### config.mk
export PLATFORM = sky130hd
export DESIGN_NAME = spec_ld_table
export DESIGN_NICKNAME = d
export VERILOG_FILES = /design/src/rtl/spec_ld_pkg.sv /design/src/rtl/sld_range_cmp.sv /design/src/rtl/sld_reg_search.sv /design/src/rtl/sld_alloc.sv /design/src/rtl/spec_ld_table.sv
export SDC_FILE = /design/constraint.sdc
export NUM_CORES = 2
export LEC_CHECK = 0
export BUFFER_PORTS_ARGS = -buffer_cell sky130_fd_sc_hd__clkbuf_2
export CAP_MARGIN = 20
export CORE_MARGIN = 2
export CORE_UTILIZATION = 50
export CTS_CLUSTER_DIAMETER = 80
export CTS_CLUSTER_SIZE = 12
export DETAILED_ROUTE_END_ITERATION = 16
export GPL_TIMING_DRIVEN = 0
export PLACE_DENSITY = 0.7
export SLEW_MARGIN = 10
export SYNTH_ARGS = -nofsm -noshare
export SYNTH_HDL_FRONTEND = slang
export SYNTH_SLANG_ARGS = --single-unit
### constraint.sdc
create_clock -name clk -period 13.05 [get_ports clk]
set_input_delay 1.9575 -clock clk [delete_from_list [all_inputs] [get_ports clk]]
set_output_delay 1.9575 -clock clk [all_outputs]
set_load 0.01 [all_outputs]
### src/rtl/spec_ld_pkg.sv
package spec_ld_pkg;

   typedef enum logic [1:0] {
      SZ_B1 = 2'd0,
      SZ_B2 = 2'd1,
      SZ_B4 = 2'd2,
      SZ_B8 = 2'd3
   } acc_size_e;

   // Byte count covered by an access of the given size code.
   function automatic logic [3:0] size_bytes(input acc_size_e code);
      return 4'd1 << code;
   endfunction

endpackage

### src/rtl/sld_range_cmp.sv
module sld_range_cmp
   import spec_ld_pkg::*;
#(
   parameter int ADDR_W = 32
) (
   input  logic [ADDR_W-1:0] a_base_i,
   input  acc_size_e         a_size_i,
   input  logic [ADDR_W-1:0] b_base_i,
   input  acc_size_e         b_size_i,
   output logic              overlap_o
);
   // One extra bit keeps the end of a range from wrapping to zero.
   localparam int EXT_W = ADDR_W + 1;

   logic [EXT_W-1:0] a_lo, a_hi, b_lo, b_hi;

   always_comb begin
      a_lo = {1'b0, a_base_i};
      b_lo = {1'b0, b_base_i};
      a_hi = a_lo + EXT_W'(size_bytes(a_size_i));
      b_hi = b_lo + EXT_W'(size_bytes(b_size_i));
      // Half-open intervals intersect when each starts before the other ends.
      overlap_o = (a_lo < b_hi) && (b_lo < a_hi);
   end

endmodule

### src/rtl/sld_reg_search.sv
module sld_reg_search #(
   parameter int ENTRIES = 16,
   parameter int REG_W   = 7
) (
   input  logic [ENTRIES-1:0] valid_i,
   input  logic [REG_W-1:0]   regs_i [ENTRIES],
   input  logic [REG_W-1:0]   key_i,
   output logic [ENTRIES-1:0] match_o
);
   for (genvar e = 0; e < ENTRIES; e++) begin : g_cell
      assign match_o[e] = valid_i[e] && (regs_i[e] == key_i);
   end
endmodule

### src/rtl/sld_alloc.sv
module sld_alloc #(
   parameter int ENTRIES = 16,
   parameter int IDX_W   = 4
) (
   input  logic               clk,
   input  logic               rst_n,
   input  logic               req_i,
   input  logic [ENTRIES-1:0] owner_i,
   input  logic [ENTRIES-1:0] valid_post_i,
   output logic [IDX_W-1:0]   idx_o,
   output logic               evict_o
);
   localparam bit POW2 = ((1 << IDX_W) == ENTRIES);

   logic [IDX_W-1:0] ptr_q, ptr_nxt, owner_idx, free_idx;
   logic             has_owner, has_free;

   always_comb begin
      has_owner = |owner_i;
      has_free  = ~&valid_post_i;
      owner_idx = '0;
      free_idx  = '0;
      // Descending scan leaves the lowest matching index.
      for (int i = ENTRIES - 1; i >= 0; i--) begin
         if (owner_i[i])       owner_idx = IDX_W'(i);
         if (!valid_post_i[i]) free_idx  = IDX_W'(i);
      end
      if (has_owner)     idx_o = owner_idx;
      else if (has_free) idx_o = free_idx;
      else               idx_o = ptr_q;
      evict_o = req_i && !has_owner && !has_free;
   end

   if (POW2) begin : g_wrap
      assign ptr_nxt = ptr_q + 1'b1;
   end else begin : g_cmp
      assign ptr_nxt = (ptr_q == IDX_W'(ENTRIES - 1)) ? '0 : ptr_q + 1'b1;
   end

   always_ff @(posedge clk or negedge rst_n) begin
      if (!rst_n)       ptr_q <= '0;
      else if (evict_o) ptr_q <= ptr_nxt;
   end

   // the victim pointer never names a missing entry.
   a_r8_ptr_in_range: assert property (@(posedge clk) disable iff (!rst_n)
      32'(ptr_q) < ENTRIES);

   // the pointer moves only when a victim is taken.
   a_r8_ptr_holds: assert property (@(posedge clk) disable iff (!rst_n)
      !evict_o |=> $stable(ptr_q));

endmodule

### src/rtl/spec_ld_table.sv
module spec_ld_table
   import spec_ld_pkg::*;
#(
   parameter int ENTRIES = 16,
   parameter int ADDR_W  = 32,
   parameter int REG_W   = 7
) (
   input  logic              clk,
   input  logic              rst_n,
   input  logic              flush_i,
   input  logic              ld_valid_i,
   input  logic [REG_W-1:0]  ld_reg_i,
   input  logic [ADDR_W-1:0] ld_addr_i,
   input  logic [1:0]        ld_size_i,
   input  logic              st_valid_i,
   input  logic [ADDR_W-1:0] st_addr_i,
   input  logic [1:0]        st_size_i,
   input  logic              chk_valid_i,
   input  logic [REG_W-1:0]  chk_reg_i,
   output logic              chk_hit_o,
   output logic              chk_recover_o
);
   localparam int IDX_W = (ENTRIES > 1) ? $clog2(ENTRIES) : 1;

   initial begin
      assert (ENTRIES >= 2 && ENTRIES <= 256)
         else $error("spec_ld_table: ENTRIES out of range");
      assert (ADDR_W >= 4 && ADDR_W <= 64)
         else $error("spec_ld_table: ADDR_W out of range");
      assert (REG_W >= 1 && REG_W <= 16)
         else $error("spec_ld_table: REG_W out of range");
   end

   logic [ENTRIES-1:0] valid_q, valid_d, valid_post, kill_vec, overlap;
   logic [ENTRIES-1:0] ld_match, chk_match;
   logic [REG_W-1:0]   reg_q  [ENTRIES];
   logic [ADDR_W-1:0]  addr_q [ENTRIES];
   acc_size_e          size_q [ENTRIES];
   logic [IDX_W-1:0]   wr_idx;
   logic               evict;
   logic               ld_take;

   assign ld_take = ld_valid_i && !flush_i;

   // Address port: every entry compares its range with the store.
   for (genvar e = 0; e < ENTRIES; e++) begin : g_entry
      sld_range_cmp #(.ADDR_W(ADDR_W)) u_cmp (
         .a_base_i (addr_q[e]),
         .a_size_i (size_q[e]),
         .b_base_i (st_addr_i),
         .b_size_i (acc_size_e'(st_size_i)),
         .overlap_o(overlap[e])
      );
      assign kill_vec[e] = st_valid_i && valid_q[e] && overlap[e];
   end

   assign valid_post = valid_q & ~kill_vec;

   // Register port for the load path: find an entry to reuse.
   sld_reg_search #(.ENTRIES(ENTRIES), .REG_W(REG_W)) u_ld_search (
      .valid_i(valid_q),
      .regs_i (reg_q),
      .key_i  (ld_reg_i),
      .match_o(ld_match)
   );

   // Register port for checks.
   sld_reg_search #(.ENTRIES(ENTRIES), .REG_W(REG_W)) u_chk_search (
      .valid_i(valid_q),
      .regs_i (reg_q),
      .key_i  (chk_reg_i),
      .match_o(chk_match)
   );

   sld_alloc #(.ENTRIES(ENTRIES), .IDX_W(IDX_W)) u_alloc (
      .clk         (clk),
      .rst_n       (rst_n),
      .req_i       (ld_take),
      .owner_i     (ld_match),
      .valid_post_i(valid_post),
      .idx_o       (wr_idx),
      .evict_o     (evict)
   );

   // Store first, then the new entry on top of the result.
   always_comb begin
      valid_d = valid_post;
      if (ld_take) valid_d[wr_idx] = 1'b1;
      if (flush_i) valid_d = '0;
   end

   always_ff @(posedge clk or negedge rst_n) begin
      if (!rst_n) valid_q <= '0;
      else        valid_q <= valid_d;
   end

   always_ff @(posedge clk) begin
      if (ld_take) begin
         reg_q[wr_idx]  <= ld_reg_i;
         addr_q[wr_idx] <= ld_addr_i;
         size_q[wr_idx] <= acc_size_e'(ld_size_i);
      end
   end

   assign chk_hit_o     = chk_valid_i && (|chk_match);
   assign chk_recover_o = chk_valid_i && !(|chk_match);

   // a flush leaves no entry behind.
   a_r1_flush_empties: assert property (@(posedge clk) disable iff (!rst_n)
      flush_i |=> (valid_q == '0));

   // the written entry holds the load even with a store alongside.
   a_r2_install_lands: assert property (@(posedge clk) disable iff (!rst_n)
      ld_take |=> (valid_q[$past(wr_idx)] && (reg_q[$past(wr_idx)] == $past(ld_reg_i))));

   // every entry the store overlapped is gone afterwards.
   a_r4_store_clears: assert property (@(posedge clk) disable iff (!rst_n)
      (st_valid_i && !flush_i && !ld_valid_i) |=> ((valid_q & $past(kill_vec)) == '0));

   // a register is never owned by more than one entry.
   a_r6_single_owner: assert property (@(posedge clk) disable iff (!rst_n)
      ld_valid_i |-> ($countones(ld_match) <= 1));

   // a hit requires a recorded entry.
   a_r10_hit_needs_entry: assert property (@(posedge clk) disable iff (!rst_n)
      chk_hit_o |-> (valid_q != '0));

   // an eviction happens only in a cycle with a load.
   a_r8_evict_on_load: assert property (@(posedge clk) disable iff (!rst_n)
      evict |-> ld_valid_i);

endmodule

Word level (Yosys, flattened, before mapping)
Memories as Yosys holds them, arrays and structs flattened.
Cells that the tools add are included.
W data, S select, Z words.
{ "totals": {"regBits": 132, "mem_bits_rw": 544, "in_bits": 88, "out_inout_bits": 2, "mem_count": 2} }
{ "memory_table": {"columns": ["memory", "depth", "word_bits", "rd", "rd_ports_with_merged_regs", "wr", "line", "rtl"], "rows": [
  ["addr_q", 16, 32, 16, 0, 1, "spec_ld_table.sv:37", "logic [ADDR_W-1:0] addr_q [ENTRIES];"],
  ["size_q", 16, 2, 16, 0, 1, "spec_ld_table.sv:38", "acc_size_e size_q [ENTRIES];"]
]} }
{ "classes": {"n_addsub": 18, "n_lt_le_gt_ge": 36, "n_eq_ne": 32, "shift": 17, "mux": 43, "bitwise_logic": 4, "reduce_logical": 93} }
{ "op_table": {"columns": ["op", "n"], "rows": [
  ["$lt A32 B33 Y1", 32],
  ["$add A32 B4 Y33", 17],
  ["$eq A7 B7 Y1", 32],
  ["$mux W4", 34],
  ["$bwmux W112", 1],
  ["$logic_and A1 B1 Y1", 87],
  ["$shl A1 B2 Y4 const A", 17],
  ["$mux W16", 2],
  ["$reduce_or A16 Y1", 2],
  ["$demux W7 S4", 1],
  ["$and A16 B16 Y16", 1],
  ["$not A16 Y16", 1],
  ["$or A16 B16 Y16", 1],
  ["$reduce_and A16 Y1", 1],
  ["$mux W7", 1],
  ["$ge A5 B5 Y1 const B", 1],
  ["$lt A4 B5 Y1 const B", 1],
  ["$lt A5 B1 Y1 const B", 1],
  ["$not A4 Y5", 1],
  ["$add A4 B1 Y4 const B", 1],
  ["$demux W1 S4", 1],
  ["$ge A4 B1 Y1 const B", 1],
  ["$logic_not A1 Y1", 3],
  ["$mux W1", 3]
]} }

Depth between registers and ports, before layout
An unclocked memory read counts as a cell.
{ "logic_depth": {"ltp_word": 33, "depth_mapped": 26, "depth_no_buf": 25} }

Cells and area by module
Synthesis repeated with hierarchy kept, for this count alone.
{ "hier_totals": {"cells_unflattened": 6851, "hier_area_um2": 67021.8} }
{ "modules_own_cells": {"columns": ["mod", "instances", "cells_each", "area_per_inst_um2", "seq_area_each_um2"], "rows": [
  ["spec_ld_table", 1, 758, 20668.6, 20099.3],
  ["sld_range_cmp (g_entry[0].u_cmp ...)", 7, 358, 2705.1, 0.0],
  ["sld_range_cmp (g_entry[14].u_cmp ...)", 7, 350, 2653.8, 0.0],
  ["sld_reg_search", 2, 174, 1427.6, 0.0],
  ["sld_range_cmp (g_entry[6].u_cmp)", 1, 367, 2732.6, 0.0],
  ["sld_range_cmp (g_entry[9].u_cmp)", 1, 344, 2660.1, 0.0],
  ["sld_alloc", 1, 78, 593.1, 100.1]
]} }

Worst setup path before layout
Ideal clock, no wire load.
{ "synth_path": {"kind": "input -> register", "from": "input port st_size_i[0]", "to": "memory addr_q[3][0], enable pin", "setup_ps": 490, "arrival_time_ps": 9859, "path_slack_ps": 2701, "path_stages": 24, "path_buffers": 1, "path_cell_list": "nor2b_1 > ha_1 > a21o_1 > a21oi_1 > nor2b_1 > o2111a_1 > and2_1 > nand2_1 > nor2_1 > nand3_1 > xnor2_1 > ha_1 > nand4_1 > nor4_1 > nand2_1 > o2111ai_1 > a31oi_1 > o41ai_1 > o2111ai_2 > or4_4 > nor3_4 > a221oi_2 > buf_2 > nor3_1"} }
{ "synth_between": {"elab_chain_cells": 25, "word_cells_on_any_way": 71, "cone_classes": "1 x add/sub; 16 x order compare; 1 x shift; 18 x mux; 2 x bitwise; 33 x reduce/logical"} }
{ "synth_rtl": {"columns": ["item", "line", "rtl"], "rows": [
  ["start, declared", "spec_ld_table.sv:17", "input logic [1:0] st_size_i,"],
  ["$shl A1 B2 Y4 *", "spec_ld_pkg.sv:12", "return 4'd1 << code;"],
  ["$add A32 B4 Y33 *", "sld_range_cmp.sv:21", "b_hi = b_lo + EXT_W'(size_bytes(b_size_i));"],
  ["$lt A32 B33 Y1", "sld_range_cmp.sv:23", "overlap_o = (a_lo < b_hi) && (b_lo < a_hi);"],
  ["$logic_and A1 B1 Y1", "sld_range_cmp.sv:23", null],
  ["$logic_and A1 B1 Y1", "spec_ld_table.sv:54", "assign kill_vec[e] = st_valid_i && valid_q[e] && overlap[e];"],
  ["$not A16 Y16 *", "spec_ld_table.sv:57", "assign valid_post = valid_q & ~kill_vec;"],
  ["$and A16 B16 Y16 *", "spec_ld_table.sv:57", null],
  ["$mux W4 (16 in series)", "sld_alloc.sv:26", "if (!valid_post_i[i]) free_idx = IDX_W'(i);"],
  ["$mux W4 *", "sld_alloc.sv:29", "else if (has_free) idx_o = free_idx;"],
  ["$mux W4 *", "sld_alloc.sv:28", "if (has_owner) idx_o = owner_idx;"],
  ["end, declared", "spec_ld_table.sv:37", null]
]} }
Mark *: on every way between the ends. The rest lies on a longest branch, timed or not.

Final worst setup path
{ "layout_path": {"from": "input port st_addr_i[2]", "to": "memory size_q[9][0] (netlist name), enable pin"} }
{ "layout_between": {"elab_chain_cells": 24, "word_cells_on_any_way": 86, "cone_classes": "1 x add/sub; 32 x order compare; 18 x mux; 2 x bitwise; 33 x reduce/logical"} }
{ "layout_rtl": {"columns": ["item", "line", "rtl"], "rows": [
  ["start, declared", "spec_ld_table.sv:16", "input logic [ADDR_W-1:0] st_addr_i,"],
  ["$add A32 B4 Y33", "sld_range_cmp.sv:21", null],
  ["$lt A32 B33 Y1", "sld_range_cmp.sv:23", null],
  ["$logic_and A1 B1 Y1", "sld_range_cmp.sv:23", null],
  ["$logic_and A1 B1 Y1", "spec_ld_table.sv:54", null],
  ["$not A16 Y16 *", "spec_ld_table.sv:57", null],
  ["$and A16 B16 Y16 *", "spec_ld_table.sv:57", null],
  ["$mux W4 (16 in series)", "sld_alloc.sv:26", null],
  ["$mux W4 *", "sld_alloc.sv:29", null],
  ["$mux W4 *", "sld_alloc.sv:28", null],
  ["end, declared", "spec_ld_table.sv:38", null]
]} }
Marks and branches as above.

==> results_dict.tcl <==
set metrics [dict create \
    status "finished clean" \
    cts_resized 0 \
    synth_edf_count 656 \
    regToRegSetupSlack_ps 4120 \
    p_leak_nw 23.72 \
    switchingPower_w 0.001419 \
    grt_max_degree 23 \
    final_cells 7099 \
    layout.nets 6739 \
    cts_tree "built" \
    ys_seq_area_share_pct 35.91 \
    p_per_area_nw_per_um2 82.88 \
    insertion_delay_ps 650 \
    gp_congestion 0.9572 \
    initial_utilization_pct 50.21 \
    met3_usage_pct 3.775 \
    yosys.area_share.xor_xnor_pct 11.48 \
    fin_ws_ps 1817 \
    setup.worst_path.start_class "primary input" \
    design_area_sq_um 62000 \
    dp_hpwl_microns 132300 \
    synthMuxAreaShare_pct 0.02002 \
    synth-seq-cells 676 \
    cp_max_fo 17 \
    p_total_w 0.005139 \
    maxCapViolCount 0 \
    slew_headroom_pct 24.05 \
    synth_top_family_by_area "adder cells" \
    rsz0062_at_grt "false" \
    grt.busiest_layer "met2" \
    finalCritPeriodShare_pct 86.08 \
    met1_usage_pct 36.60 \
    die_h_microns 339.4 \
    syn_to_final_growth_pct 10.22 \
    drt_first_pass_iters 5 \
    synth_ff_type "edfxtp_1" \
    cts_sinks 676 \
    placed_area_sq_um 60030 \
    fin_skew_ps 30.98 \
    drcViolationCount 0 \
    netlist_area_sq_um 56250 \
    async_flop_share_pct 2.959 \
    synth.most_common_cell "ha_1" \
    internal-power_w 0.003720 \
    worstHoldPathCells 1 \
    yosys_warnings 0 \
    max_freq_ghz 0.08902 \
    grt_usage_pct 29.32 \
    die_w_microns 339.4 \
    syn-num-nets 6506 \
    ctsHoldBuffers 0 \
    endpoint_kind "flip-flop" \
    synthAdderAreaFrac_pct 24.21 \
    synth_simple_gate_area_share_pct 15.26 \
    clock_path_buffers 3 \
    antenna_found_initial 8 \
    finalHoldViolCount 0 \
    syn_area_per_cell_sq_um 10.53 \
    synthDominantCellAreaShare_pct 35.02 \
    clk_pin_slew_worst_paths_ps 60 \
    power_frac_comb_pct 15.9 \
    core_sq_um 112000 \
    path_class "primary input to flip-flop" \
    switching_share_pct 27.62 \
    dieArea_sq_um 115200 \
    drtIter0Drc 3498 \
    netlist_top_cells_area "edfxtp_1 (35%), ha_1 (24%), xor2_1 (6.1%), xnor2_1 (5.4%), a21oi_1 (3.0%)" \
    post_cts_buffers 0 \
    grt_pass1_wl_microns 257800 \
    netlist_instances 5340 \
    setup_viol 0 \
    power_frac_clock_pct 36.8 \
    synth-compound-area-share_pct 12.22 \
    crit_top_cell "buf_6" \
    grt_use_met2_pct 49.76 \
    reg2reg_depth 28 \
    hold_class "flip-flop to flip-flop" \
    viasPerCell 6.373 \
    place_ws_ps 1346 \
    dp_cells 7002 \
    tightestPinTransition_ps 1136 \
    num_vias 45240 \
    final.min_clock_period_ps 11230 \
    required_ps 13380 \
    power_frac_seq_pct 47.3 \
    synth.distinct_cells 88 \
    worst_hold_slack_ps 496.9 \
    ir_drop_uv 94.32 \
    port_buffers 80 \
    cts_max_level 3 \
    yosysTopAreaCell "edfxtp_1" \
    cp.arrival_ps 11560 \
    drt_wl_total_microns 172000 \
    rows 123 \
    numCtsBuffers 68 \
    root_buffer "clkbuf_16" \
    overflow 0 \
    slowest_stage "nor4_1" \
    yosys-top-cells-count "ha_1 (1061), edfxtp_1 (656), nand2_1 (396)" \
    layout-drive-gt1-share_pct 6.112 \
    drt.antenna.violating_nets 0 \
    pin_count 90 \
    critical_path.max_stage_delay_ps 720 \
    finalMaxSlewViolations 0 \
    grt_pass1_vias 45550 \
    wire_per_inst_microns 24.22 \
    n_fill_cell 9675 \
]
[power by group through the flow]
stage               Combinational [W]  Clock, W  Sequential (W)
global route                 0.000900   0.00198         0.00243
detailed placement           0.000803         0         0.00248
floorplan                    0.000447         0         0.00247
CTS                          0.000808   0.00192         0.00243
global placement             0.000731         0         0.00248
finish                       0.000817   0.00189         0.00243
[flip-flops by register name, indices dropped and copies added, names as in the netlist]
signal	count
u_alloc.ptr_q	4
size_q	32
valid_q	16
addr_q	512
reg_q	112
[kinds of logic (layout without fill, tap and decap cells)]
logic type,count (synthesis),in the layout
XOR/XNOR,737,737
AND/OR/NAND/NOR,1657,1657
AO/OA/AOI/OAI,1064,1064
flip-flops,676,676
buffers and inverters,127,383
adder cells (fa/ha/maj),1078,1078
other,0,3
multiplexers,1,1
[final timing paths]
path,from,end
min in group asynchronous,rst_n,valid_q[8]
worst max register to register,size_q[8][1],addr_q[14][8]
max in group asynchronous,rst_n,valid_q[4]
worst min-delay path,u_alloc.ptr_q[3],u_alloc.ptr_q[3]
worst min register to register,u_alloc.ptr_q[3],u_alloc.ptr_q[3]
worst max-delay path,st_addr_i[2],size_q[9][0]
[worst max-delay path, delay by kind of cell]
kind	cells	cell delay, ps
AOI/OAI and AO/OA	9	2950
xor gates and xnor gates	1	300
adders and majority gates	2	870
buffers and inverters	7	1730
and+or+nand+nor	11	3670
[through the flow]
| step | TNS, ps | utilization, % |
|---|---|---|
| after global placement | -1604210 | 52.24 |
| final | 0 | 55.34 |
| after CTS | 0 | 55.33 |
| after detailed placement | 0 | 53.58 |
| after global routing | 0 | 55.34 |
| after floorplan | 0 | - |
[layout by cell type, fill, tap and decap left out, drive strengths merged, types with 70 or more instances in the layout]
| cell type | count |
|---|---|
| ha | 1061 |
| xor2 | 390 |
| buf | 102 |
| nor3 | 84 |
| xnor2 | 347 |
| nor2b | 85 |
| clkbuf | 197 |
| nand3 | 221 |
| edfxtp | 656 |
| nor2 | 292 |
| a21o | 134 |
| and4 | 70 |
| a211oi | 70 |
| inv | 81 |
| a21oi | 337 |
| o21ai | 223 |
| nand2 | 396 |
| and3 | 75 |
| nand4 | 248 |
[layout make-up]
type	count	area [sq um]	share of cell area [%]
Sequential cell	676	20200	32.58
Clock buffer	88	1893	3.053
Antenna cell	3	7.507	0.01211
Clock inverter	5	61.31	0.09889
Multi-Input combinational cell	4537	36020	58.10
Buffer	48	214.0	0.3451
Inverter	79	296.5	0.4783
Tap cell	1500	1877	3.027
Timing Repair Buffer	163	1429	2.305
[routing by layer]
| metal | part of all wire [%] | wire, microns |
|---|---|---|
| met1 | 40 | 68990 |
| met2 | 47 | 81300 |
| met3 | 7.0 | 12020 |
| met4 | 5.6 | 9648 |
| met5 | 0.0058 | 10 |
Power figures use the tool's default switching activity.
